**config.mk**
```make
export PLATFORM = sky130hd
export DESIGN_NAME = cfg_cycle_xlator
export DESIGN_NICKNAME = d
export VERILOG_FILES = /design/src/rtl/cfgx_pkg.sv /design/src/rtl/cfgx_addr_reg.sv /design/src/rtl/cfgx_router.sv /design/src/rtl/cfg_cycle_xlator.sv
export SDC_FILE = /design/constraint.sdc
export NUM_CORES = 1
export LEC_CHECK = 0
export BUFFER_PORTS_ARGS = -buffer_cell sky130_fd_sc_hd__buf_4
export CORE_ASPECT_RATIO = 0.75
export CORE_UTILIZATION = 48
export CTS_CLUSTER_DIAMETER = 40
export CTS_CLUSTER_SIZE = 28
export DETAILED_ROUTE_END_ITERATION = 6
export PLACE_DENSITY = 0.85
export SETUP_SLACK_MARGIN = 0.5
export SYNTH_ARGS = -nofsm -noshare
export SYNTH_HDL_FRONTEND = slang
export SYNTH_SLANG_ARGS = --single-unit
```
**constraint.sdc**
```tcl
create_clock -name clk -period 2.9 [get_ports clk]
set_input_delay 0.435 -clock clk [delete_from_list [all_inputs] [get_ports clk]]
set_output_delay 0.435 -clock clk [all_outputs]
set_load 0.05 [all_outputs]
```
**src/rtl/cfgx_pkg.sv**
```systemverilog
package cfgx_pkg;
    localparam int DATA_W  = 32;
    localparam int BE_W    = DATA_W / 8;
    localparam int IO_DW_W = 14;
    localparam int BUS_W   = 8;
    localparam int DEV_W   = 5;
    localparam int FN_W    = 3;
    localparam int NUM_TGT = 4;
    localparam int TGT_W   = $clog2(NUM_TGT);

    localparam logic [IO_DW_W-1:0] ADDR_PORT_DW = 14'h33E;
    localparam logic [IO_DW_W-1:0] DATA_PORT_DW = 14'h33F;
    localparam logic [DATA_W-1:0]  ADDR_KEEP    = 32'h80FF_FFFC;
    localparam logic [DATA_W-1:0]  CFG_ADDR_MSK = 32'h00FF_FFFC;
    localparam logic [DATA_W-1:0]  ALL_ONES     = '1;

    typedef enum logic [TGT_W-1:0] {
        TGT_HOST   = 2'd0,
        TGT_BRIDGE = 2'd1,
        TGT_HUB    = 2'd2,
        TGT_GFX    = 2'd3
    } tgt_e;

    typedef enum logic [1:0] {
        ST_IDLE = 2'd0,
        ST_WAIT = 2'd1,
        ST_RESP = 2'd2
    } st_e;

    typedef struct packed {
        st_e                 st;
        tgt_e                tgt;
        logic [NUM_TGT-1:0]  req_vld;
        logic                wr;
        logic                cfg;
        logic                type1;
        logic [DATA_W-1:0]   addr;
        logic [BE_W-1:0]     be;
        logic [DATA_W-1:0]   wdata;
        logic [DATA_W-1:0]   rdata;
    } ctl_s;
endpackage

```
**src/rtl/cfgx_addr_reg.sv**
```systemverilog
module cfgx_addr_reg
    import cfgx_pkg::*;
(
    input  logic              clk,
    input  logic              rst_n,
    input  logic              load,
    input  logic [DATA_W-1:0] wdata,
    output logic [DATA_W-1:0] value
);
    logic [DATA_W-1:0] val_d, val_q;

    always_comb begin
        val_d = val_q;
        if (load) val_d = wdata & ADDR_KEEP;
    end

    always_ff @(posedge clk) begin
        if (!rst_n) val_q <= '0;
        else        val_q <= val_d;
    end

    assign value = val_q;

    // the register changes only through a qualified load
    a_r1_hold: assert property (@(posedge clk) disable iff (!rst_n)
        !load |=> $stable(val_q));

    // reserved bits never hold a one
    a_r1_reserved_zero: assert property (@(posedge clk) disable iff (!rst_n)
        (val_q & ~ADDR_KEEP) == '0);
endmodule

```
**src/rtl/cfgx_router.sv**
```systemverilog
module cfgx_router
    import cfgx_pkg::*;
(
    input  logic [BUS_W-1:0] bus,
    input  logic [DEV_W-1:0] dev,
    input  logic [FN_W-1:0]  fn,
    input  logic [BUS_W-1:0] sec_bus,
    input  logic [BUS_W-1:0] sub_bus,
    output tgt_e             tgt,
    output logic             type1,
    output logic             absent
);
    always_comb begin
        tgt    = TGT_HUB;
        type1  = 1'b1;
        absent = 1'b0;
        if (bus == '0) begin
            type1 = 1'b0;
            if (dev == DEV_W'(0)) begin
                tgt    = TGT_HOST;
                absent = (fn != '0);
            end else if (dev == DEV_W'(1)) begin
                tgt    = TGT_BRIDGE;
                absent = (fn != '0);
            end
        end else if (bus >= sec_bus && bus <= sub_bus) begin
            tgt   = TGT_GFX;
            type1 = (bus != sec_bus);
        end
    end
endmodule

```
**src/rtl/cfg_cycle_xlator.sv**
```systemverilog
module cfg_cycle_xlator
    import cfgx_pkg::*;
(
    input  logic                      clk,
    input  logic                      rst_n,
    input  logic                      io_req_valid,
    output logic                      io_req_ready,
    input  logic                      io_req_write,
    input  logic [IO_DW_W-1:0]        io_req_dwaddr,
    input  logic [BE_W-1:0]           io_req_be,
    input  logic [DATA_W-1:0]         io_req_wdata,
    output logic                      io_rsp_valid,
    output logic [DATA_W-1:0]         io_rsp_rdata,
    input  logic [BUS_W-1:0]          sec_bus,
    input  logic [BUS_W-1:0]          sub_bus,
    output logic [NUM_TGT-1:0]        tgt_req_valid,
    output logic                      tgt_req_write,
    output logic                      tgt_req_cfg,
    output logic                      tgt_req_type1,
    output logic [DATA_W-1:0]         tgt_req_addr,
    output logic [BE_W-1:0]           tgt_req_be,
    output logic [DATA_W-1:0]         tgt_req_wdata,
    input  logic [NUM_TGT-1:0]        tgt_cpl_valid,
    input  logic [NUM_TGT-1:0]        tgt_cpl_absent,
    input  logic [NUM_TGT*DATA_W-1:0] tgt_cpl_data
);
    ctl_s ctl_d, ctl_q;

    logic [DATA_W-1:0] car_q;
    logic              car_load;
    tgt_e              rt_tgt;
    logic              rt_type1;
    logic              rt_absent;
    logic [DATA_W-1:0] cpl_word [NUM_TGT];

    genvar gi;
    generate
        for (gi = 0; gi < NUM_TGT; gi++) begin : g_cpl
            assign cpl_word[gi] = tgt_cpl_data[gi*DATA_W +: DATA_W];
        end
    endgenerate

    cfgx_addr_reg u_addr (
        .clk   (clk),
        .rst_n (rst_n),
        .load  (car_load),
        .wdata (io_req_wdata),
        .value (car_q)
    );

    cfgx_router u_route (
        .bus     (car_q[23:16]),
        .dev     (car_q[15:11]),
        .fn      (car_q[10:8]),
        .sec_bus (sec_bus),
        .sub_bus (sub_bus),
        .tgt     (rt_tgt),
        .type1   (rt_type1),
        .absent  (rt_absent)
    );

    logic accept, hit_addr, hit_data, full_be;
    assign accept   = io_req_valid && (ctl_q.st == ST_IDLE);
    assign hit_addr = (io_req_dwaddr == ADDR_PORT_DW);
    assign hit_data = (io_req_dwaddr == DATA_PORT_DW);
    assign full_be  = &io_req_be;
    assign car_load = accept && io_req_write && hit_addr && full_be;

    always_comb begin
        ctl_d         = ctl_q;
        ctl_d.req_vld = '0;
        unique case (ctl_q.st)
            ST_IDLE: begin
                if (io_req_valid) begin
                    ctl_d.wr    = io_req_write;
                    ctl_d.be    = io_req_be;
                    ctl_d.wdata = io_req_wdata;
                    ctl_d.rdata = '0;
                    if (hit_addr && (full_be || !io_req_write)) begin
                        ctl_d.st = ST_RESP;
                        if (!io_req_write) ctl_d.rdata = car_q;
                    end else if (hit_data && car_q[31] && rt_absent) begin
                        ctl_d.st = ST_RESP;
                        if (!io_req_write) ctl_d.rdata = ALL_ONES;
                    end else if (hit_data && car_q[31]) begin
                        ctl_d.st      = ST_WAIT;
                        ctl_d.tgt     = rt_tgt;
                        ctl_d.cfg     = 1'b1;
                        ctl_d.type1   = rt_type1;
                        ctl_d.addr    = car_q & CFG_ADDR_MSK;
                        ctl_d.req_vld = NUM_TGT'(1) << rt_tgt;
                    end else begin
                        ctl_d.st      = ST_WAIT;
                        ctl_d.tgt     = TGT_HUB;
                        ctl_d.cfg     = 1'b0;
                        ctl_d.type1   = 1'b0;
                        ctl_d.addr    = {{(DATA_W-IO_DW_W-2){1'b0}}, io_req_dwaddr, 2'b00};
                        ctl_d.req_vld = NUM_TGT'(1) << TGT_HUB;
                    end
                end
            end
            ST_WAIT: begin
                if (tgt_cpl_valid[ctl_q.tgt]) begin
                    ctl_d.st = ST_RESP;
                    if (ctl_q.wr)                         ctl_d.rdata = '0;
                    else if (tgt_cpl_absent[ctl_q.tgt])   ctl_d.rdata = ALL_ONES;
                    else                                  ctl_d.rdata = cpl_word[ctl_q.tgt];
                end
            end
            default: ctl_d.st = ST_IDLE;
        endcase
    end

    always_ff @(posedge clk) begin
        if (!rst_n) begin
            ctl_q         <= '0;
            ctl_q.st      <= ST_IDLE;
            ctl_q.tgt     <= TGT_HOST;
        end else begin
            ctl_q <= ctl_d;
        end
    end

    assign io_req_ready  = (ctl_q.st == ST_IDLE);
    assign io_rsp_valid  = (ctl_q.st == ST_RESP);
    assign io_rsp_rdata  = ctl_q.rdata;
    assign tgt_req_valid = ctl_q.req_vld;
    assign tgt_req_write = ctl_q.wr;
    assign tgt_req_cfg   = ctl_q.cfg;
    assign tgt_req_type1 = ctl_q.type1;
    assign tgt_req_addr  = ctl_q.addr;
    assign tgt_req_be    = ctl_q.be;
    assign tgt_req_wdata = ctl_q.wdata;

    // at most one target addressed, for a single cycle
    a_r11_onehot: assert property (@(posedge clk) disable iff (!rst_n)
        $onehot0(tgt_req_valid));
    a_r11_req_pulse: assert property (@(posedge clk) disable iff (!rst_n)
        (tgt_req_valid != '0) |=> (tgt_req_valid == '0));
    a_r11_rsp_pulse: assert property (@(posedge clk) disable iff (!rst_n)
        io_rsp_valid |=> !io_rsp_valid);
    a_r11_busy: assert property (@(posedge clk) disable iff (!rst_n)
        (tgt_req_valid != '0) |-> !io_req_ready);
    // graphics requests stay inside the bridge's bus window
    a_r7_gfx_range: assert property (@(posedge clk) disable iff (!rst_n)
        tgt_req_valid[TGT_GFX] |-> (tgt_req_cfg &&
            tgt_req_addr[23:16] >= sec_bus && tgt_req_addr[23:16] <= sub_bus));
    a_r7_gfx_type: assert property (@(posedge clk) disable iff (!rst_n)
        tgt_req_valid[TGT_GFX] |-> (tgt_req_type1 == (tgt_req_addr[23:16] != sec_bus)));
    // internal functions see only bus 0 type 0 cycles
    a_r5_internal: assert property (@(posedge clk) disable iff (!rst_n)
        (tgt_req_valid[TGT_HOST] || tgt_req_valid[TGT_BRIDGE]) |->
            (tgt_req_cfg && !tgt_req_type1 && tgt_req_addr[23:16] == '0));
    // a non-zero function of an internal device is never forwarded
    a_r9_no_fwd: assert property (@(posedge clk) disable iff (!rst_n)
        (tgt_req_valid[TGT_HOST] || tgt_req_valid[TGT_BRIDGE]) |-> (tgt_req_addr[10:8] == '0));
endmodule

```
-- After elaboration in Yosys (flattened, before gate mapping)
Index checks and enable logic that the tools add are counted.
- add/sub/neg operators: 0
- multiply operators: 0
- div/mod/pow operators: 0
- magnitude comparators: 4
- equal/unequal tests: 8
- shift-type cells: 1
- multiplexer cells: 35
- bitwise gates (word level): 7
- reductions and logical operators: 22
- operators with widths (kind ; number):
    $mux 32 ; 9
    $mux 111 ; 1
    $mux 34 ; 3
    $bmux 32 s2 ; 1
    $pmux 32 s2 ; 1
    $eq 14x10->1 const B ; 2
    $mux 6 ; 3
    $mux 2 ; 6
    $ge 8x8->1 ; 1
    $le 8x8->1 ; 1
    $logic_and 1x1->1 ; 8
    $logic_not 8->1 ; 1
    $mux 1 ; 8
    $ne 8x8->1 ; 1
    $reduce_and 4->1 ; 2
    $not 1->1 ; 6
    $reduce_or 6->1 ; 1
    $eq 5x1->1 const B ; 1
    $logic_not 5->1 ; 1
    $reduce_or 5->1 ; 1
    $bmux 1 s2 ; 2
    $ne 2x2->1 const B ; 2
    $pmux 2 s2 ; 1
    $reduce_and 2->1 ; 2
    other kinds (12) ; 12
- register bits after elaboration: 134
- bits in latches: 0
- bits in writable memories: 0
- ROM bits: 0
- bits of input ports: 206
- word-level logic and storage cells: 89
- memories: 0

-- Depth between registers and ports, before layout
Gate-level depths: netlist of the first run.
- depth in word-level cells: 10
- depth in mapped cells: 9

-- Modules after synthesis
From an unflattened synthesis of the first run, not the netlist that was laid out.
- cells, all modules: 860
- area total of the unflattened synthesis: 7427.1 um^2
- by module, submodules not included (module ; times used ; cells each ; area each (um^2)):
    cfg_cycle_xlator ; 1 ; 710 ; 5998.3
    cfgx_addr_reg ; 1 ; 84 ; 964.7
    cfgx_router ; 1 ; 66 ; 464.2

-- Least setup slack after synthesis of the first run
No wires, ideal clock.
- path type: in2reg
- from: input io_req_dwaddr[10]
- to: register ctl_q (netlist bit tgt_req_addr[12])
- arrival: 2517 ps
- setup slack: 249 ps
- stages: 9
- path buffers: 4
- cell sequence: or4b_1 > buf_2 > or4_4 > buf_6 > or3_1 > buf_6 > buf_6 > a21oi_1 > a211oi_1
- cells in the longest elaborated chain, start to end: 5
- elaborated cells on any way between the ends: 9
- classes of those cells: eq/ne: 2; mux: 1; bitwise: 2; reduce/logical: 4
- RTL lines (what ; RTL line ; source):
    start: declaration ; cfg_cycle_xlator.sv:9 ; input logic [IO_DW_W-1:0] io_req_dwaddr,
    $eq 14x10->1 ; cfg_cycle_xlator.sv:65 ; assign hit_data = (io_req_dwaddr == DATA_PORT_DW);
    $logic_and 1x1->1 ; cfg_cycle_xlator.sv:82, cfg_cycle_xlator.sv:85 ;
    $logic_and 1x1->1 ; cfg_cycle_xlator.sv:82 ; end else if (hit_data && car_q[31] && rt_absent) begin
    $not 1->1 (no line) ; n/a ;
    $reduce_and 4->1 (no line) ; n/a ;
    end signal: assignment ; cfg_cycle_xlator.sv:120 ; ctl_q <= ctl_d;
    end: declaration ; cfg_cycle_xlator.sv:27 ; ctl_s ctl_d, ctl_q;
Parallel ways exist; a longest one is shown, timed or not.
A chain may end at the register's enable or synchronous reset.

-- Worst setup path after layout of the first run
- from: register u_addr.val_q[20] (netlist: u_addr.value[20])
- to: register ctl_q (netlist bit tgt_req_addr[7])
- cells in the longest elaborated chain, start to end: 5
- RTL lines (what ; RTL line ; source):
    start: declaration ; cfgx_addr_reg.sv:10 ; logic [DATA_W-1:0] val_d, val_q;
    start signal: assignment ; cfgx_addr_reg.sv:19 ; else val_q <= val_d;
    $logic_not 8->1 ; cfgx_router.sv:17 ; if (bus == '0) begin
    $mux 1 ; cfgx_router.sv:17 ;
    $logic_and 1x1->1 ; cfg_cycle_xlator.sv:82 ;
    $not 1->1 (no line) ; n/a ;
    $reduce_and 4->1 (no line) ; n/a ;
Every way passes these cells.

==> summary.md, run 1 <==
| Metric | Value |
|---|---|
| Worst setup EP type | `register` |
| Setup CP Type | `reg2reg` |
| Final GP Congestion | `0.8658` |
| Synth warnings | `0` |
| Status | `finished, final reports clean` |
| Final wirelength | `22720 um` |
| Clk_skew | `0.01452 ns` |
| Tmin final | `2.290 ns` |
| Initial antenna violation count | `0` |
| Final setup margin | `0.6102 ns` |
| H-tree depth | `4` |
| Setup TNS Final | `0 ns` |
| R2R Path End | `tgt_req_addr[7]$_SDFFE_PN0P_` |
| Post-synthesis mux area share | `0.1074` |
| Clk pin slew, worst setup/hold paths | `0.06 ns` |
| CTS buffer count | `17` |
| Setup violators final | `0` |
| Cells on worst reg2reg path | `6` |
| Largest family of logic cells by synthesized area | `compound AO/OA/AOI/OAI gates` |
| Longest Clk Path Bufs | `2` |
| CTS tree | `done` |
| Max-cap violation count | `0` |
| Hold Path Class | `in2reg` |
| WL per Instance | `18.22 um` |
| Fin Hold WS | `0.2575 ns` |
| Root Driver | `clkbuf_16` |
| Hold path cells | `3` |
| Synth Cell Area | `7131 um^2` |
| Post-synth top area share | `0.3481` |
| Global route overflow | `0` |
| Required time of the critical path | `3.16 ns` |
| Via/cell ratio | `5.555` |
| First-pass DRT Iterations | `5` |
| N_diodes | `0` |
| Fmax | `436.7 MHz` |
| Rows | `38` |
| Die X | `142.7 um` |
| Synth Area in XOR/XNOR | `0` |
| Via count | `6927` |
| HP Start | `io_req_wdata[25]` |
| I/O pin count | `315` |
| Synth Area in Adders | `0.02808` |
| First-pass GRT wire length | `33690 um` |
| DRC viols | `0` |
| Antenna Nets Post-Route | `0` |
| Avg Cell Area, Syn | `8.399 um^2` |
| Final hold violations | `0` |
| Die Y | `107.6 um` |
| Hold Crit Endpoint | `tgt_req_wdata[25]$_SDFFE_PN0P_` |
| Die area | `15350 um^2` |
| Area leader, netlist | `dfxtp_1` |
| Layout fillers | `1220` |
| Post-synth EDFFs | `0` |
| Initial DRC Count | `588` |
| Async SR Flop Fraction | `0` |
| Max-slew violations | `0` |
| GRT Overall Usage | `0.2882` |
| Top cells by count, synth | `nand2_1 (148), dfxtp_1 (124), a21oi_1 (107), buf_4 (104), o21ai_0 (78)` |
| Post-DP HPWL | `16860 um` |
| Vias in the first global route | `6363` |
| Rel. slew slack | `0.5315` |
| Cells after Synth | `849` |
| Leakage | `0.003996 uW` |
| Starting Density | `0.4917` |
| CP max FO | `12` |
| Compound-Gate Fraction of Synth Area | `0.2018` |
| Fin nets | `1256` |
| RR Startpoint | `u_addr.value[20]$_SDFFE_PN0P_` |
| Peak VDD IR | `0.3677 mV` |
| Most common cell in the synthesized netlist | `nand2_1` |
| Simple-gate area share of the yosys netlist | `0.1542` |
| Pre-CTS WS | `0.1223 ns` |
| Seq/Total Area, Yosys | `0.3481` |
| CTS sink cnt | `124` |
| Flop2flop setup slack | `0.61 ns` |
| Core area | `14500 um^2` |
| Synthesized flop and latch total | `124` |
| Primary FF master, synth | `dfxtp_1` |
| RSZ-0062 raised after global routing | `false` |
| Startpoint type of the worst setup path | `register` |
| Area growth syn-to-layout | `32.90%` |
| Final period util | `0.7896` |
| Largest net degree at the start of global routing | `61` |
| Arrival time at the worst endpoint | `2.55 ns` |
| Clock latency on the worst-skew pair | `0.43 ns` |
| Pwr dens | `540.8 nW/um^2` |
| Port bufs | `304` |
| Synth unique cells | `50` |
| Slew @ Worst Pin | `0.7020 ns` |
| Top cells by area, synth | `dfxtp_1 (35%), buf_4 (11%), mux4_2 (11%), nand2_1 (7.8%), a21oi_1 (7.5%)` |
| Share of post-route cells with drive strength above 1 | `0.4002` |
critical path, stage by stage (launching register included):
cell and delay (ns):
dfxtp_1 0.39, nor4_1 0.53, nand3_1 0.33, or3_1 0.41
buf_4 0.21, a21oi_1 0.19, a311oi_1 0.07
cell families after synthesis:
group,after synthesis
adders and majority gates,16
and+or+nand+nor,229
AOI/OAI and AO/OA,258
buffers and inverters,187
DFF,124
muxes,34
other,1
per-stage QoR:
stage               total power, uW  instance area, um^2  std cells    util
floorplan                      2769                 7236        858       -
global placement               3092                 8882       1215  0.6125
detailed placement             3116                 8882       1215  0.6125
CTS                            5145                 9453       1247  0.6519
global route                   5319                 9477       1247  0.6535
finish                         5125                 9477       1247  0.6535
sequential cells by signal (all words and copies together), names as in the netlist:
name / flops
u_addr.value: 23
tgt_req_valid: 4
tgt_req_cfg: 1
tgt_req_wdata: 32
tgt_req_be: 4
ctl_q: 4
tgt_req_addr: 22
tgt_req_write: 1
tgt_req_type1: 1
io_rsp_rdata: 32
worst max path at each step:
stage,endpoint,cells past startpoint,slack [ns],startpoint
2_1_floorplan,tgt_req_addr[12]$_SDFFE_PN0P_,9,0.33,io_req_dwaddr[10]
3_3_place_gp,tgt_req_addr[4]$_SDFFE_PN0P_,7,0.15,io_req_dwaddr[10]
3_5_place_dp,tgt_req_addr[7]$_SDFFE_PN0P_,7,0.12,io_req_dwaddr[10]
4_1_cts,tgt_req_addr[7]$_SDFFE_PN0P_,7,0.55,io_req_dwaddr[10]
5_1_grt,tgt_req_addr[12]$_SDFFE_PN0P_,6,0.53,u_addr.value[20]$_SDFFE_PN0P_
6_report,tgt_req_addr[7]$_SDFFE_PN0P_,6,0.61,u_addr.value[20]$_SDFFE_PN0P_
layout by cell type, fill, tap and decap left out, types with 4 or more instances in the layout:
master     count
buf_4        324
nand2_1      148
dfxtp_1      123
a21oi_1       98
o21ai_0       78
mux4_2        34
nor2b_1       25
o22ai_1       24
a31oi_1       23
inv_1         17
clkbuf_16     17
ha_1          16
nand4_1       13
a21oi_2       10
conb_1        10
a211oi_1       7
a311oi_1       7
nor4_1         4
nand3_1        4
nand2b_1       4
clkinv_4       4
inv_6          4
power breakdown:
part / total, uW / switching (uW) / internal, uW
Clock: 2040 / 889 / 1150
Sequential: 1870 / 60.6 / 1810
Combinational: 1220 / 756 / 463
per-layer routing:
metal,vias to the layer above,wire [um],track usage
li1,3278,-,-
met1,3303,9740,0.3800
met2,320,10840,0.4713
met3,26,1820,0.06673
met4,0,314,0.07911
met5,-,0,0
repair_timing:
item / in CTS / in global routing
resized for setup: 0 / 5
setup endpoints to repair: 0 / 10
setup buffers: 0 / 0
hold buffers: 0 / 0
cell type report:
| type | instances | area [um^2] | area share |
|---|---|---|---|
| sequential | 124 | 2484 | 0.2621 |
| timing repair buffer | 326 | 2472 | 0.2609 |
| tap | 200 | 250.2 | 0.02641 |
| clock buffer | 18 | 439.2 | 0.04634 |
| multi-input combinational | 547 | 3632 | 0.3833 |
| inverter | 18 | 67.56 | 0.007130 |
| clock inverter | 14 | 131.4 | 0.01386 |
Note: power is estimated with default switching activity, not from simulation.
==> run 2, diff against run 1 <==
--- a/config.mk
+++ b/config.mk
@@ -7,11 +7,11 @@
 export LEC_CHECK = 0
 export BUFFER_PORTS_ARGS = -buffer_cell sky130_fd_sc_hd__buf_4
 export CORE_ASPECT_RATIO = 0.75
-export CORE_UTILIZATION = 48
+export CORE_UTILIZATION = 44
 export CTS_CLUSTER_DIAMETER = 40
 export CTS_CLUSTER_SIZE = 28
 export DETAILED_ROUTE_END_ITERATION = 6
-export PLACE_DENSITY = 0.85
+export PLACE_DENSITY = 0.82
 export SETUP_SLACK_MARGIN = 0.5
 export SYNTH_ARGS = -nofsm -noshare
 export SYNTH_HDL_FRONTEND = slang
==> constraint.sdc (replaced) <==
create_clock -name clk -period 2.1 [get_ports clk]
set_input_delay 0.315 -clock clk [delete_from_list [all_inputs] [get_ports clk]]
set_output_delay 0.315 -clock clk [all_outputs]
set_load 0.05 [all_outputs]
==> summary.md, run 2 (same netlist as run 1, synthesis figures left out) <==
| Metric | Value |
|---|---|
| Global route overflow | `0 (unchanged)` |
| Max-slew violations | `0 (unchanged)` |
| CP Cell Sequence | `buf_6, or4b_4, or4_4, buf_6, nor3_4, nor2_4, a41o_1 (was nor4_1, nand3_1, or3_1, buf_4, a21oi_1, a311oi_1)` |
| WL per Instance | `19.48 um (was 18.22 um)` |
| Setup violators final | `0 (unchanged)` |
| Utilization after layout | `0.6780 (was 0.6535)` |
| Top Family by Delay on Critical Path | `simple AND/OR/NAND/NOR gates (unchanged)` |
| DRC viols | `0 (unchanged)` |
| CTS sink cnt | `124 (unchanged)` |
| Initial DRC Count | `624 (was 588)` |
| Via count | `7294 (was 6927)` |
| Rel. slew slack | `0.6294 (was 0.5315)` |
| Largest net degree at the start of global routing | `56 (was 61)` |
| Share of post-route cells with drive strength above 1 | `0.4868 (was 0.4002)` |
| Clk pin slew, worst setup/hold paths | `0.06 ns (about the same)` |
| RSZ-0062 raised after global routing | `true (was false)` |
| Final wirelength | `25450 um (was 22720 um)` |
| Most common cell after layout, fill and taps aside | `buf_4 (unchanged)` |
| Antenna Nets Post-Route | `0 (unchanged)` |
| Final GP Congestion | `0.8926 (was 0.8658)` |
| Hold Path Class | `in2reg (unchanged)` |
| Fin nets | `1311 (was 1256)` |
| Port bufs | `304 (unchanged)` |
| Peak VDD IR | `0.5629 mV (was 0.3677 mV)` |
| Fin cells | `1307 (was 1247)` |
| Pwr dens | `672.0 nW/um^2 (was 540.8 nW/um^2)` |
| Fmax | `489.5 MHz` |
| Startpoint type of the worst setup path | `input port (was register)` |
| Most frequent cells in the layout | `buf_4 (354), nand2_1 (148), dfxtp_1 (114) (was buf_4 (324), nand2_1 (148), dfxtp_1 (123))` |
| Core area | `15520 um^2 (was 14500 um^2)` |
| Tmin final | `2.043 ns` |
| I/O pin count | `315 (unchanged)` |
| Rows | `39 (was 38)` |
| Die area | `16720 um^2 (was 15350 um^2)` |
| Fin Hold WS | `0.1476 ns (was 0.2575 ns)` |
| Final setup margin | `0.05695 ns (was 0.6102 ns)` |
| Die X | `149.0 um (was 142.7 um)` |
| Die Y | `112.2 um (was 107.6 um)` |
| CTS tree | `done (unchanged)` |
| CP max FO | `15 (was 12)` |
| Root Driver | `clkbuf_16 (unchanged)` |
| Leakage | `0.004412 uW (was 0.003996 uW)` |
| Final hold violations | `0 (unchanged)` |
| Final period util | `0.9729` |
| Post-DP HPWL | `18560 um (was 16860 um)` |
| Initial antenna violation count | `1 (was 0)` |
| H-tree depth | `4 (unchanged)` |
| Slew @ Worst Pin | `0.5529 ns (was 0.7020 ns)` |
| First-pass GRT wire length | `36960 um (was 33690 um)` |
| Layout fillers | `1243 (was 1220)` |
| Clk_skew | `0.01251 ns (was 0.01452 ns)` |
| Starting Density | `0.4595 (was 0.4917)` |
| Setup CP Type | `in2reg (was reg2reg)` |
| Required time of the critical path | `2.40 ns (was 3.16 ns)` |
| Pre-CTS WS | `-0.4005 ns (was 0.1223 ns)` |
| CTS buffer count | `17 (unchanged)` |
| Arrival time at the worst endpoint | `2.34 ns (was 2.55 ns)` |
| Most used cell, CP | `buf_6` |
| Max-cap violation count | `0 (unchanged)` |
| Status | `finished, final reports clean (unchanged)` |
| Worst setup EP type | `register (unchanged)` |
| Buf+Inv Stages, Crit Path | `2 (was 1)` |
| GRT Overall Usage | `0.2885 (was 0.2882)` |
| Slowest CP cell | `or4b_4 (was nor4_1)` |
| First-pass DRT Iterations | `5 (unchanged)` |
| Placed cells | `1262 (was 1215)` |
| Area growth syn-to-layout | `47.55% (was 32.90%)` |
| Longest Clk Path Bufs | `2 (unchanged)` |
| Clock latency on the worst-skew pair | `0.41 ns (was 0.43 ns)` |
| Power, Total | `7070 uW (was 5125 uW)` |
| Vias in the first global route | `6972 (was 6363)` |
| Via/cell ratio | `5.581 (was 5.555)` |
| CP peak stage delay | `0.55 ns (was 0.53 ns)` |
run 2: cell types whose count changed in the layout (fill, tap and decap cells not counted), moves of 8 or more:
cell and change:
o22ai_1 -12, a21oi_1 -14, buf_6 +14, o21ai_0 -13, dfxtp_1 -9, o22ai_4 +8, buf_4 +30, a21oi_2 +13
run 2: metal layers:
metal	vias to the layer above	share of wire	wire length [um]	track usage
li1	3393	-	-	-
met2	409	0.48	12100	0.4707
met4	0	0.028	702	0.1034
met5	-	0	0	0
met1	3438	0.40	10140	0.3808
met3	54	0.099	2515	0.05407
run 2: final timing paths:
check	slack (ns)	depth (start not counted)	startpoint	end
max	0.06	7	io_req_dwaddr[10]	ctl_q[107]$_SDFFE_PN0P_
min	0.15	3	io_req_wdata[27]	tgt_req_wdata[27]$_SDFFE_PN0P_
max reg2reg	0.08	6	u_addr.value[31]$_SDFFE_PN0P_	ctl_q[107]$_SDFFE_PN0P_
min reg2reg	0.45	2	tgt_req_wdata[3]$_SDFFE_PN0P_	tgt_req_wdata[3]$_SDFFE_PN0P_
run 2: power breakdown:
group          total [uW]  switching [uW]  internal (uW)
Clock                2730            1150           1570
Sequential           2580            87.3           2490
Combinational        1760            1070            690
Total                7070            2310           4760
run 2: timing repair:
action / 4_1_cts / 5_1_grt
cloned: 0 / 6
buffers inserted: 2 / 5
setup endpoints to repair: 87 / 87
pin swaps: 18 / 39
hold buffers: 0 / 0
gates resized for setup: 37 / 82
run 2: tightest hold or removal path, cell delays in order:
cell and delay [ns]:
buf_4 0.11, nand2_1 0.04, a21oi_1 0.05
run 2: area by class of cell:
class	instances	area (um^2)	share of cell area
clock buffer	19	452.9	0.04305
timing repair buffer	381	3089	0.2936
sequential	124	2505	0.2381
antenna	1	2.502	0.0002378
inverter	18	67.56	0.006422
tap	205	256.5	0.02438
clock inverter	12	88.84	0.008443
multi-input combinational	547	4059	0.3858
run 2: stage by stage:
| stage | cell area (um^2) | setup TNS [ns] |
|---|---|---|
| after floorplan | 7242 | -21.72 |
| after global placement | 9261 | -23.31 |
| after detailed placement | 9261 | -26.09 |
| after CTS | 10000 | 0 |
| after global routing | 10520 | 0 |
| final | 10520 | 0 |
